## config.mk

```make
export PLATFORM = sky130hd
export DESIGN_NAME = fpsr_updater
export DESIGN_NICKNAME = d
export VERILOG_FILES = /design/src/rtl/fpsr_pkg.sv /design/src/rtl/fp_classify.sv /design/src/rtl/fpsr_policy.sv /design/src/rtl/fpsr_word.sv /design/src/rtl/fpsr_updater.sv
export SDC_FILE = /design/constraint.sdc
export NUM_CORES = 1
export LEC_CHECK = 0
export ABC_AREA = 0
export BUFFER_PORTS_ARGS = -buffer_cell sky130_fd_sc_hd__buf_2
export CAP_MARGIN = 15
export CORE_MARGIN = 5
export CORE_UTILIZATION = 39
export CTS_BUF_LIST = sky130_fd_sc_hd__clkbuf_8
export CTS_CLUSTER_SIZE = 20
export DETAILED_ROUTE_END_ITERATION = 10
export PLACE_DENSITY = 0.87
export SYNTH_ARGS = -nofsm -noshare
export SYNTH_HDL_FRONTEND = slang
export SYNTH_SLANG_ARGS = --single-unit
```

## constraint.sdc

```tcl
create_clock -name clk -period 1.85 [get_ports clk]
set_input_delay 0 -clock clk [delete_from_list [all_inputs] [get_ports clk]]
set_output_delay 0 -clock clk [all_outputs]
set_load 0.05 [all_outputs]
```

## src/rtl/fpsr_pkg.sv

```systemverilog
package fpsr_pkg;
   // status word layout
   localparam int STAT_W   = 32;
   localparam int CC_LSB   = 24;
   localparam int CC_W     = 4;
   localparam int QUO_LSB  = 16;
   localparam int QUO_W    = 7;
   localparam int EXC_LSB  = 8;
   localparam int EXC_W    = 8;

   // operation class codes
   localparam logic [2:0] OPC_ARITH = 3'd0;
   localparam logic [2:0] OPC_REMQ  = 3'd1;
   localparam logic [2:0] OPC_STORE = 3'd2;
   localparam logic [2:0] OPC_MULTI = 3'd3;
   localparam logic [2:0] OPC_CTRL  = 3'd4;

   typedef struct packed {
      logic cc_we;
      logic quo_we;
      logic exc_we;
   } upd_t;
endpackage

```

## src/rtl/fp_classify.sv

```systemverilog
module fp_classify #(
   parameter int EXP_W  = 11,
   parameter int FRAC_W = 52
) (
   input  logic [EXP_W+FRAC_W:0] val_i,
   output logic [3:0]            cls_o   // {neg, zero, inf, nan}
);
   localparam int FP_W = EXP_W + FRAC_W + 1;

   logic [EXP_W-1:0]  expo;
   logic [FRAC_W-1:0] frac;
   logic exp_ones, exp_zero, frac_zero;

   assign expo      = val_i[FRAC_W +: EXP_W];
   assign frac      = val_i[FRAC_W-1:0];
   assign exp_ones  = &expo;
   assign exp_zero  = ~|expo;
   assign frac_zero = ~|frac;

   assign cls_o = {val_i[FP_W-1],
                   exp_zero & frac_zero,
                   exp_ones & frac_zero,
                   exp_ones & ~frac_zero};
endmodule

```

## src/rtl/fpsr_policy.sv

```systemverilog
module fpsr_policy
   import fpsr_pkg::*;
(
   input  logic       done_i,
   input  logic [2:0] opc_i,
   output upd_t       upd_o
);
   always_comb begin
      upd_o = '0;
      if (done_i) begin
         case (opc_i)
            OPC_ARITH: begin
               upd_o.cc_we  = 1'b1;
               upd_o.exc_we = 1'b1;
            end
            OPC_REMQ: begin
               upd_o.cc_we  = 1'b1;
               upd_o.quo_we = 1'b1;
               upd_o.exc_we = 1'b1;
            end
            OPC_STORE: upd_o.exc_we = 1'b1;
            default:   upd_o = '0;
         endcase
      end
   end
endmodule

```

## src/rtl/fpsr_word.sv

```systemverilog
module fpsr_word
   import fpsr_pkg::*;
#(
   parameter int QMAG_W = 16
) (
   input  logic              clk,
   input  logic              rst_n,
   input  upd_t              upd_i,
   input  logic [CC_W-1:0]   cls_i,
   input  logic              quo_sign_i,
   input  logic [QMAG_W-1:0] quo_mag_i,
   input  logic [EXC_W-1:0]  exc_i,
   input  logic              sw_we_i,
   input  logic [STAT_W-1:0] sw_data_i,
   output logic [STAT_W-1:0] word_o
);
   logic [QUO_W-1:0]  quo_low;
   logic [STAT_W-1:0] word_q, word_d;

   generate
      if (QMAG_W > QUO_W) begin : g_quo_trunc
         logic unused_quo_hi;
         assign quo_low       = quo_mag_i[QUO_W-1:0];
         assign unused_quo_hi = ^quo_mag_i[QMAG_W-1:QUO_W];
      end else if (QMAG_W == QUO_W) begin : g_quo_exact
         assign quo_low = quo_mag_i;
      end else begin : g_quo_pad
         assign quo_low = {{(QUO_W-QMAG_W){1'b0}}, quo_mag_i};
      end
   endgenerate

   always_comb begin
      word_d = word_q;
      if (upd_i.cc_we)  word_d[CC_LSB +: CC_W]       = cls_i;
      if (upd_i.quo_we) word_d[QUO_LSB +: QUO_W+1]   = {quo_sign_i, quo_low};
      if (upd_i.exc_we) word_d[EXC_LSB +: EXC_W]     = exc_i;
   end

   always_ff @(posedge clk or negedge rst_n) begin
      if (!rst_n)       word_q <= '0;
      else if (sw_we_i) word_q <= sw_data_i;
      else              word_q <= word_d;
   end

   assign word_o = word_q;
endmodule

```

## src/rtl/fpsr_updater.sv

```systemverilog
module fpsr_updater
   import fpsr_pkg::*;
#(
   parameter int EXP_W  = 11,
   parameter int FRAC_W = 52,
   parameter int QMAG_W = 16
) (
   input  logic                  clk,
   input  logic                  rst_n,
   input  logic                  done_i,
   input  logic [2:0]            opc_i,
   input  logic [EXP_W+FRAC_W:0] res_i,
   input  logic                  quo_sign_i,
   input  logic [QMAG_W-1:0]     quo_mag_i,
   input  logic [7:0]            exc_i,
   input  logic                  sw_we_i,
   input  logic [31:0]           sw_data_i,
   output logic [31:0]           stat_o
);
   generate
      if (EXP_W < 2)   begin : g_bad_exp  $error("EXP_W must be at least 2");  end
      if (FRAC_W < 1)  begin : g_bad_frac $error("FRAC_W must be at least 1"); end
      if (QMAG_W < 1)  begin : g_bad_qmag $error("QMAG_W must be at least 1"); end
   endgenerate

   upd_t            upd;
   logic [CC_W-1:0] cls;

   fp_classify #(.EXP_W(EXP_W), .FRAC_W(FRAC_W)) u_cls (
      .val_i (res_i),
      .cls_o (cls)
   );

   fpsr_policy u_pol (
      .done_i (done_i),
      .opc_i  (opc_i),
      .upd_o  (upd)
   );

   fpsr_word #(.QMAG_W(QMAG_W)) u_word (
      .clk        (clk),
      .rst_n      (rst_n),
      .upd_i      (upd),
      .cls_i      (cls),
      .quo_sign_i (quo_sign_i),
      .quo_mag_i  (quo_mag_i),
      .exc_i      (exc_i),
      .sw_we_i    (sw_we_i),
      .sw_data_i  (sw_data_i),
      .word_o     (stat_o)
   );
endmodule

```

# --- Yosys cells after proc, flatten, opt, wreduce, memory -nomap -nowiden ---
# Index checks and enable logic that the tools add are counted.
word_totals:
  ff_bits: 32
  input_bits: 128
  output_inout_bits: 32
  word_cells: 28
classes:
  n_eq_ne: 2
  muxes: 8
  bitwise_logic: 3
  n_reduce_logical: 11
ops:
  columns: ["cell", "count"]
  rows:
  - ["OR reduction 52 bit", 1]
  - ["2-to-1 mux 28 bit", 1]
  - ["2-to-1 mux 8 bit", 2]
  - ["AND reduction 11 bit", 1]
  - ["OR reduction 11 bit", 1]
  - ["nonzero test 2 bit", 3]
  - ["2-to-1 mux 4 bit", 1]
  - ["AND 1 bit", 3]
  - ["equality test 3 x 1 -> 1 bit (second input constant)", 1]
  - ["equality test 3 x 2 -> 1 bit (second input constant)", 1]
  - ["logical NOT 3 bit", 1]
  - ["2-to-1 mux 1 bit", 3]
  - ["2-to-1 mux 3 bit", 1]
  - ["OR reduction 3 bit", 1]
  - ["logical NOT 1 bit", 2]
  - ["OR reduction 2 bit", 1]

# --- Longest topological paths before layout ---
# Gate-level depths: netlist of run 1.
depth:
  word_depth: 6
  depth_mapped: 5
  mapped_depth_nobuf: 4

# --- Modules after synthesis ---
# From an unflattened synthesis of run 1, not the netlist that was laid out.
hier_totals:
  cells_unflattened: 146
  area_unflattened_um2: 1646.6
modules_own_cells:
  columns: ["mod", "instances", "cells_per_inst", "area_each_um2", "seq_area_each_um2"]
  rows:
  - ["fpsr_word", 1, 113, 1420.1, 800.8]
  - ["fp_classify", 1, 29, 191.4, 0.0]
  - ["fpsr_policy", 1, 4, 35.0, 0.0]

# --- Worst setup path after synthesis of run 1 ---
# Ideal clock, no wire load.
synth_timing:
  kind: "input to register"
  start: "in res_i[21]"
  end: "reg u_word.word_q[26], in the netlist u_word.word_o[26]"
  setup_ns: 0.076
  t_arrival_ns: 1.038
  required_time_ns: 1.774
  slack_ns: 0.735
  stages: 4
  n_path_buf: 0
  cell_sequence: "nor4_1 nand4_1 or4_1 o21ai_1"
synth_between:
  elab_chain_cells: 5
synth_rtl:
  columns: ["element", "line_no", "text"]
  rows:
  - ["start, declared", "fpsr_updater.sv:12", "input logic [EXP_W+FRAC_W:0] res_i,"]
  - ["OR reduction 52 bit", "fp_classify.sv:18", "assign frac_zero = ~|frac;"]
  - ["logical NOT 1 bit", "fp_classify.sv:18", null]
  - ["AND 1 bit", "fp_classify.sv:21", "exp_zero & frac_zero,"]
  - ["2-to-1 mux 4 bit", "fpsr_word.sv:34", "if (upd_i.cc_we) word_d[CC_LSB +: CC_W] = cls_i;"]
  - ["2-to-1 mux 28 bit", "fpsr_word.sv:41", "else if (sw_we_i) word_q <= sw_data_i;"]
  - ["end signal, assigned", "fpsr_word.sv:41", null]
  - ["end signal, assigned", "fpsr_word.sv:42", "else word_q <= word_d;"]
  - ["end, declared", "fpsr_word.sv:18", "logic [STAT_W-1:0] word_q, word_d;"]
# Every way passes these cells. The select of a mux whose other input is x is not followed.
# A chain may end at the register's enable or synchronous reset.

# --- Worst setup path in the final report of run 1 ---
layout_timing:
  start: "in done_i"
  end: "reg u_word.word_q[21], in the netlist u_word.word_o[21]"
layout_between:
  elab_chain_cells: 2
layout_rtl:
  columns: ["element", "line_no", "text"]
  rows:
  - ["start, declared", "fpsr_updater.sv:10", "input logic done_i,"]
  - ["2-to-1 mux 3 bit", "fpsr_policy.sv:10", "if (done_i) begin"]
  - ["nonzero test 2 bit (no line)", null, null]
# Every way passes these cells.

==> impl_metrics.tcl, run 1 <==
set metrics [dict create \
    diodes 0 \
    drive_gt1_frac 0.558 \
    finalClockSkew_ns 0 \
    dieArea_um2 5260 \
    hold_path_class "in2reg" \
    coreArea_um2 3720 \
    tns_ns 0 \
    critical_path_class "in2reg" \
    cap_violations 0 \
    grt_pass1_vias 1862 \
    slowest_stage "a21oi_1" \
    routed_via_density 4.92 \
    rows 22 \
    start_kind "input port" \
    clk_latency_ns 0.27 \
    synth.yosys.seq_area_share 0.525 \
    hold_violations 0 \
    fillers 317 \
    postSynthCellCount 141 \
    cts_max_level 2 \
    grt_start_max_net_pins 36 \
    synth.avg_cell_area_um2 10.8 \
    grt_setup_unrepaired "false" \
    ios 160 \
    syn_to_final_growth_pct 69.1 \
    cp.required_ns 1.95 \
    io_buffers 150 \
    final_antenna_net_count 0 \
    cpPeakStageDelay_ns 0.77 \
    rr_startpoint "u_word.word_o[0]" \
    fin_crit_sh 0.642 \
    synth_flop_cell "dfrtp_1" \
    gp_congestion 0.764 \
    drt_pass1_iterations 4 \
    syn-num-nets 269 \
    yosysWarnings 0 \
    cts_tree "built" \
    via_count 1763 \
    placed_area_um2 2340 \
    intPower_mw 1.30 \
    dpl.cell_count 335 \
    clkPwrFrac 0.261 \
    hold_ws_ns 0.00935 \
    start_util 0.411 \
    die_h_um 72.6 \
    cp.arrival_ns 1.29 \
    top_usage_layer "met2" \
    hpwl_um 4180 \
    final_nets 437 \
    clkTransAtPathRegs_ns 0.06 \
    cp_cell_sequence "buf_2 > nor3b_1 > a21oi_1 > o21ai_0" \
    r2r_cells 1 \
    setup_viol 0 \
    critPathCaptureType "flop" \
    switching_share 0.350 \
    period_minus_slack_ns 1.19 \
    root_buffer "clkbuf_8" \
    post-route-util 0.695 \
    final-instance-count-excl-fill 358 \
    p_switching_mw 0.701 \
    fmax_ghz 0.843 \
    final_cell_mix "buf_2, dfrtp_1, nand2_1" \
    gr-usage-met3 0.0429 \
    clock_path_buffers 2 \
    final_area_um2 2580 \
    met1_usage 0.201 \
    p_leak_nw 1.34 \
    holdPathEnd "u_word.word_o[25]" \
    largest_reg_flops 32 \
    async_flop_share 1.00 \
    tightest_slew_ns 0.955 \
    synth_edf_count 0 \
    layout_commonest_cell "buf_2" \
    syn_area_um2 1530 \
    peakVddDrop_v 0.000314 \
    reg2reg_slack_ns 1.08 \
    cts_inserted_buffers 5 \
    drtIter0Drc 36 \
    wl_per_cell_um 14.4 \
    r2r_end "u_word.word_o[0]" \
    outcome "completed" \
    drv_slew 0 \
    worstHoldStart "sw_data_i[25]" \
    grt_antenna_before_repair 0 \
    ys_ff_latch 32 \
    worstPathMaxFanout 16 \
    die_width_um 72.6 \
    clock_sinks 32 \
    grt_use_met2 0.403 \
    overflow 0 \
    power_frac_seq 0.406 \
    p_comb_frac 0.333 \
    worstHoldPathCells 3 \
    powerDensity_nw_per_um2 777 \
    grt_pass1_wl_um 8160 \
    synth_cell_type_count 20 \
    route.final.wire_length_um 5170 \
    slew_headroom 0.363 \
    grtUsageTotal 0.201 \
    remaining_drc_errors 0 \
]
[worst max-delay path by stage]
stage / startpoint / end / slack (ns)
floorplan: res_i[21] / u_word.word_o[26] / 0.74
global placement: done_i / u_word.word_o[18] / 0.49
detailed placement: done_i / u_word.word_o[21] / 0.39
CTS: done_i / u_word.word_o[21] / 0.68
global route: done_i / u_word.word_o[19] / 0.41
finish: done_i / u_word.word_o[21] / 0.66
[repair_timing]
| action | 4_1_cts | 5_1_grt |
|---|---|---|
| endpoints found under the hold margin | 46 | 0 |
| setup buffers | 0 | 0 |
| hold buffers | 15 | 0 |
| gates resized for setup | 0 | 0 |
[worst max-delay path: cells and delay by family]
| kind | cells | cell delay [ns] |
|---|---|---|
| compound gates | 2 | 1.01 |
| simple gates | 1 | 0.17 |
| buf+inv | 1 | 0.10 |
[power by group through the flow]
stage | clock [mW] | sequential (mW) | combinational, mW
after floorplan | 0 | 1.10 | 0.117
after global placement | 0 | 0.819 | 0.634
after detailed placement | 0 | 0.826 | 0.648
after CTS | 0.544 | 0.813 | 0.673
after global routing | 0.574 | 0.823 | 0.717
final | 0.524 | 0.813 | 0.667
[per-layer routing]
layer / vias to the layer above / part of all wire
met5: - / 0
met4: 0 / 0.015
met3: 6 / 0.085
met2: 103 / 0.55
met1: 791 / 0.35
li1: 863 / -
[layout make-up]
type	count	area [um^2]	share of cell area
well taps	48	60.1	0.0233
flip-flops and latches	32	801	0.310
clock inverters	2	10.0	0.00388
repair buffers	167	928	0.360
multi-input cells	103	699	0.271
clock buffers	6	82.6	0.0320
[cell usage after synthesis, types with 3 or more instances]
cell type | count | area share
dfrtp_1 | 32 | 0.52
nand2_1 | 19 | 0.047
o21ai_0 | 18 | 0.059
mux2i_1 | 17 | 0.11
nor4_1 | 15 | 0.061
mux2_2 | 12 | 0.089
nand4_1 | 5 | 0.020
a22oi_1 | 3 | 0.015
buf_2 | 3 | 0.0098
nor3_1 | 3 | 0.0098
[stage by stage]
stage,power (mW),setup WS [ns]
6_report,2.00,0.663
3_3_place_gp,1.45,0.485
4_1_cts,2.03,0.678
3_5_place_dp,1.47,0.388
5_1_grt,2.11,0.409
2_1_floorplan,1.22,0.735
[cells by family after synthesis]
| kind of cell | Yosys count | synth area share |
|---|---|---|
| AOI/OAI and AO/OA | 24 | 0.0836 |
| buffers and inverters | 6 | 0.0172 |
| DFF | 32 | 0.525 |
| muxes | 29 | 0.200 |
| and+or+nand+nor | 50 | 0.175 |
(Power assumes the default switching activity.)
==> run 2, diff against run 1 <==
CORE_UTILIZATION = 36   (was 39)
PLACE_DENSITY = 0.81   (was 0.87)
clock period = 1.1 ns   (was 1.85 ns; I/O delays follow)
==> run 2 against run 1 <==
Compared with the run above: global-route usage down 1.3 points; clock-buffer cell count down 1; critical path depth up 1; first-iteration DRC count down 36%; clock power up 110%; cell count up 3.1%; largest power group unchanged.
==> impl_metrics.tcl, run 2 (synthesis gave the netlist of run 1 again) <==
set metrics [dict create \
    outcome "completed" \
    hold_violations 0 \
    root_buffer "clkbuf_8" \
    clkTransAtPathRegs_ns 0.07 \
    placed_area_um2 2410 \
    ios 160 \
    grt_setup_unrepaired "false" \
    clock_path_buffers 2 \
    peakVddDrop_v 0.000731 \
    fmax_ghz 0.955 \
    slowest_stage "or4_4" \
    timing.critical_path.buf_inv 1 \
    post-route-util 0.666 \
    wl_per_cell_um 14.4 \
    cap_violations 0 \
    overflow 0 \
    grt_pass1_wl_um 7910 \
    final_nets 446 \
    cp.required_ns 1.31 \
    powerDensity_nw_per_um2 1340 \
    switching_share 0.342 \
    diodes 0 \
    io_buffers 150 \
    start_util 0.376 \
    slew_headroom 0.759 \
    power_frac_seq 0.376 \
    cts_inserted_buffers 5 \
    die_width_um 75.1 \
    worstPathMaxFanout 2 \
    grt_antenna_before_repair 0 \
    critical_path_class "in2reg" \
    crit_family "simple AND/OR/NAND/NOR gates" \
    setup_viol 0 \
    p_switching_mw 1.24 \
    via_count 1805 \
    drive_gt1_frac 0.574 \
    p_leak_nw 1.39 \
    final_antenna_net_count 0 \
    route.final.wire_length_um 5330 \
    drv_slew 0 \
    period_minus_slack_ns 1.05 \
    intPower_mw 2.39 \
    critPathCaptureType "flop" \
    fin_crit_sh 0.952 \
    drt_pass1_iterations 4 \
    clkPwrFrac 0.306 \
    cts_max_level 2 \
    routed_via_density 4.89 \
    clk_latency_ns 0.27 \
    cp.arrival_ns 1.25 \
    start_kind "input port" \
    dieArea_um2 5640 \
    remaining_drc_errors 0 \
    seq_area_um2 801 \
    cts_tree "built" \
    final_cell_mix "buf_2, dfrtp_1, nand2_1" \
    p_comb_frac 0.318 \
    gp_congestion 0.799 \
    grt_pass1_vias 1891 \
    layout_commonest_cell "buf_2" \
    clock_sinks 32 \
    finalClockSkew_ns 0 \
    largest_reg_flops 32 \
    cpPeakStageDelay_ns 0.55 \
    fillers 331 \
    hold_path_class "in2reg" \
    grt_start_max_net_pins 33 \
    hpwl_um 4360 \
    die_h_um 75.1 \
    drtIter0Drc 23 \
    grtUsageTotal 0.188 \
    tightest_slew_ns 0.361 \
    rows 23 \
    syn_to_final_growth_pct 77.1 \
    cts_setup_buffers 0 \
    cp_cell_sequence "buf_2 > nor4_1 > nand3_1 > or4_4 > o21ai_1" \
    multi_input_area_um2 716 \
    coreArea_um2 4060 \
    final_area_um2 2700 \
]
[run 2: what timing repair did]
action,CTS,global route
hold endpoints to repair,48,0
resized for setup,1,2
hold buffers,17,0
endpoints found under the setup margin,1,2
[run 2: path summary, 6_finish.rpt]
| check | from | to | slack [ns] | cells after the start |
|---|---|---|---|---|
| setup / recovery | res_i[46] | u_word.word_o[26] | 0.05 | 5 |
| hold / removal | sw_data_i[26] | u_word.word_o[26] | 0.004 | 3 |
| setup reg to reg | u_word.word_o[0] | u_word.word_o[0] | 0.34 | 1 |
| hold reg to reg | u_word.word_o[23] | u_word.word_o[23] | 0.48 | 2 |
| max in group asynchronous | rst_n | u_word.word_o[15] | 0.71 | 3 |
| min in group asynchronous | rst_n | u_word.word_o[31] | 0.21 | 3 |
[run 2: power by group through the flow]
stage | Sequential, mW | Clock (mW) | Combinational [mW]
CTS | 1.36 | 1.15 | 1.16
detailed placement | 1.39 | 0 | 1.11
finish | 1.36 | 1.11 | 1.15
floorplan | 1.85 | 0 | 0.197
global placement | 1.38 | 0 | 1.09
global route | 1.38 | 1.19 | 1.23
[run 2: layout make-up]
cell class / instances / area share
sequential: 32 / 0.296
timing repair buffer: 176 / 0.375
tap: 50 / 0.0231
clock inverter: 3 / 0.0157
clock buffer: 5 / 0.0255
multi-input combinational: 103 / 0.265
[run 2: tightest hold or removal path: stages]
cell     delay (ns)
buf_2          0.08
a22oi_1        0.08
o21ai_1        0.08
[run 2: through the flow]
stage	power [mW]	cells	hold slack [ns]	setup slack, ns	TNS, ns
after global placement	2.47	344	-0.0345	-0.304	-0.697
final	3.63	369	0.00382	0.0524	0
after global routing	3.80	369	0.00158	0.00718	0
after CTS	3.67	369	0.00217	0.0219	0
after detailed placement	2.50	344	-0.0295	-0.303	-0.687
after floorplan	2.04	141	-0.296	0.00292	0
[run 2: routing by layer]
metal  GRT usage  share of wire  vias to the layer above
li1            -              -                      883
met1       0.178           0.31                      811
met2       0.367           0.55                      100
met3      0.0547           0.11                       11
met4      0.0810          0.022                        0
met5           0              0                        -
==> run 3, diff against run 2 <==
CELL_PAD_IN_SITES_DETAIL_PLACEMENT = 1   (was default)
CELL_PAD_IN_SITES_GLOBAL_PLACEMENT = 1   (was default)
CORE_UTILIZATION = 24   (was 36)
==> run 3 against run 2 <==
Compared with the run above: via count is 2.0% higher; die area is 43% higher; critical path depth stayed put; cell count is 6.2% higher; utilization is 24 points lower; sequential power hardly changed; design area stayed put; register-to-register slack hardly changed; clock power is 14% lower; non-clock buffer count is 3 lower; largest cell class unchanged.
==> impl_metrics.tcl, run 3 (synthesis gave the netlist of run 1 again) <==
set metrics [dict create \
    cp_cell_sequence "buf_2 > nor4_1 > nand4_1 > or4_1 > o21ai_1" \
    critical_path_class "in2reg" \
    worstHoldStart "sw_data_i[26]" \
    hpwl_um 4900 \
    rows 29 \
    power_frac_seq 0.391 \
    root_buffer "clkbuf_8" \
    clock_path_buffers 2 \
    remaining_drc_errors 0 \
    multi_input_area_um2 712 \
    clkPwrFrac 0.275 \
    r2r_end "u_word.word_o[31]" \
    powerDensity_nw_per_um2 1290 \
    cap_violations 0 \
    drtIter0Drc 16 \
    p_leak_nw 1.38 \
    hold_violations 0 \
    fillers 748 \
    tightest_slew_ns 0.300 \
    grt_antenna_before_repair 0 \
    cts_inserted_buffers 5 \
    dpl.cell_count 370 \
    hold_ws_ns 0.0103 \
    wl_per_cell_um 15.3 \
    routed_via_density 4.70 \
    cts_max_level 2 \
    cts_tree "built" \
    final_cell_mix "buf_2, dfrtp_1, nand2_1" \
    drv_slew 0 \
    clk_latency_ns 0.27 \
    die_h_um 89.8 \
    p_switching_mw 1.22 \
    setup_slack_ns 0.0746 \
    p_comb_frac 0.334 \
    worstPathMaxFanout 2 \
    finalClockSkew_ns 0 \
    final_nets 443 \
    grt_setup_unrepaired "false" \
    timing.critical_path.buf_inv 1 \
    coreArea_um2 6280 \
    dp_slack_ns -0.257 \
    grt_pass1_wl_um 9740 \
    largest_reg_flops 32 \
    clkTransAtPathRegs_ns 0.06 \
    seq_area_um2 801 \
    hold_path_class "in2reg" \
    slowest_stage "or4_1" \
    r2r_cells 1 \
    clock_sinks 32 \
    tns_ns 0 \
    total_power_mw 3.49 \
    drive_gt1_frac 0.571 \
    via_count 1841 \
    period_minus_slack_ns 1.03 \
    layout_commonest_cell "buf_2" \
    crit_family "simple AND/OR/NAND/NOR gates" \
    grtUsageTotal 0.146 \
    final-instance-count-excl-fill 392 \
    slew_headroom 0.798 \
    diodes 0 \
    die_width_um 89.8 \
    ios 160 \
    fmax_ghz 0.975 \
    gp_congestion 0.812 \
    start_kind "input port" \
    holdPathEnd "u_word.word_o[26]" \
    cp.arrival_ns 1.23 \
    rr_startpoint "u_word.word_o[31]" \
    cp.required_ns 1.30 \
    fin_crit_sh 0.932 \
    cpPeakStageDelay_ns 0.52 \
    outcome "completed" \
    drt_pass1_iterations 4 \
    worstHoldPathCells 3 \
    grt_pass1_vias 2085 \
    grt_start_max_net_pins 33 \
    setup_viol 0 \
    start_util 0.243 \
    syn_to_final_growth_pct 77.1 \
    post-route-util 0.431 \
    final_area_um2 2700 \
    dieArea_um2 8060 \
    placed_area_um2 2440 \
    switching_share 0.349 \
    overflow 0 \
    intPower_mw 2.27 \
    route.final.wire_length_um 6000 \
    reg2reg_slack_ns 0.34 \
    critPathCaptureType "flop" \
    io_buffers 150 \
    peakVddDrop_v 0.000579 \
    final_antenna_net_count 0 \
]
[run 3: power by group through the flow]
| stage | clock [mW] | sequential, mW | combinational (mW) |
|---|---|---|---|
| after floorplan | 0 | 1.85 | 0.197 |
| after CTS | 1.01 | 1.37 | 1.17 |
| after global routing | 1.07 | 1.38 | 1.25 |
| after detailed placement | 0 | 1.39 | 1.13 |
| final | 0.960 | 1.37 | 1.17 |
| after global placement | 0 | 1.38 | 1.11 |
[run 3: worst max-delay path by stage]
stage                     cells past startpoint  slack [ns]                 to  startpoint
after detailed placement                      5       -0.26  u_word.word_o[26]   res_i[30]
after floorplan                               4       0.003  u_word.word_o[26]   res_i[39]
final                                         5        0.07  u_word.word_o[26]   res_i[27]
after global placement                        5       -0.22  u_word.word_o[25]   res_i[30]
after global routing                          5      0.0002  u_word.word_o[25]   res_i[41]
after CTS                                     5        0.04  u_word.word_o[26]   res_i[30]
[run 3: layout make-up]
class                   count  area share
repair buffers            173       0.369
well taps                  77      0.0356
clock buffers               7      0.0356
flip-flops and latches     32       0.296
multi-input cells         103       0.263
[run 3: routing by layer]
metal  track usage  up-vias  wire [um]
met4        0.0516        0        108
met3        0.0376        8        509
met1         0.164      850       2250
li1              -      875          -
met5             0        -          0
met2         0.263      108       3140
[run 3: repair_timing]
| item | 4_1_cts | 5_1_grt |
|---|---|---|
| hold endpoints to repair | 46 | 0 |
| hold buffers | 15 | 0 |
| endpoints found under the setup margin | 0 | 2 |
| gates resized for setup | 0 | 2 |
| buffers inserted | 0 | 0 |
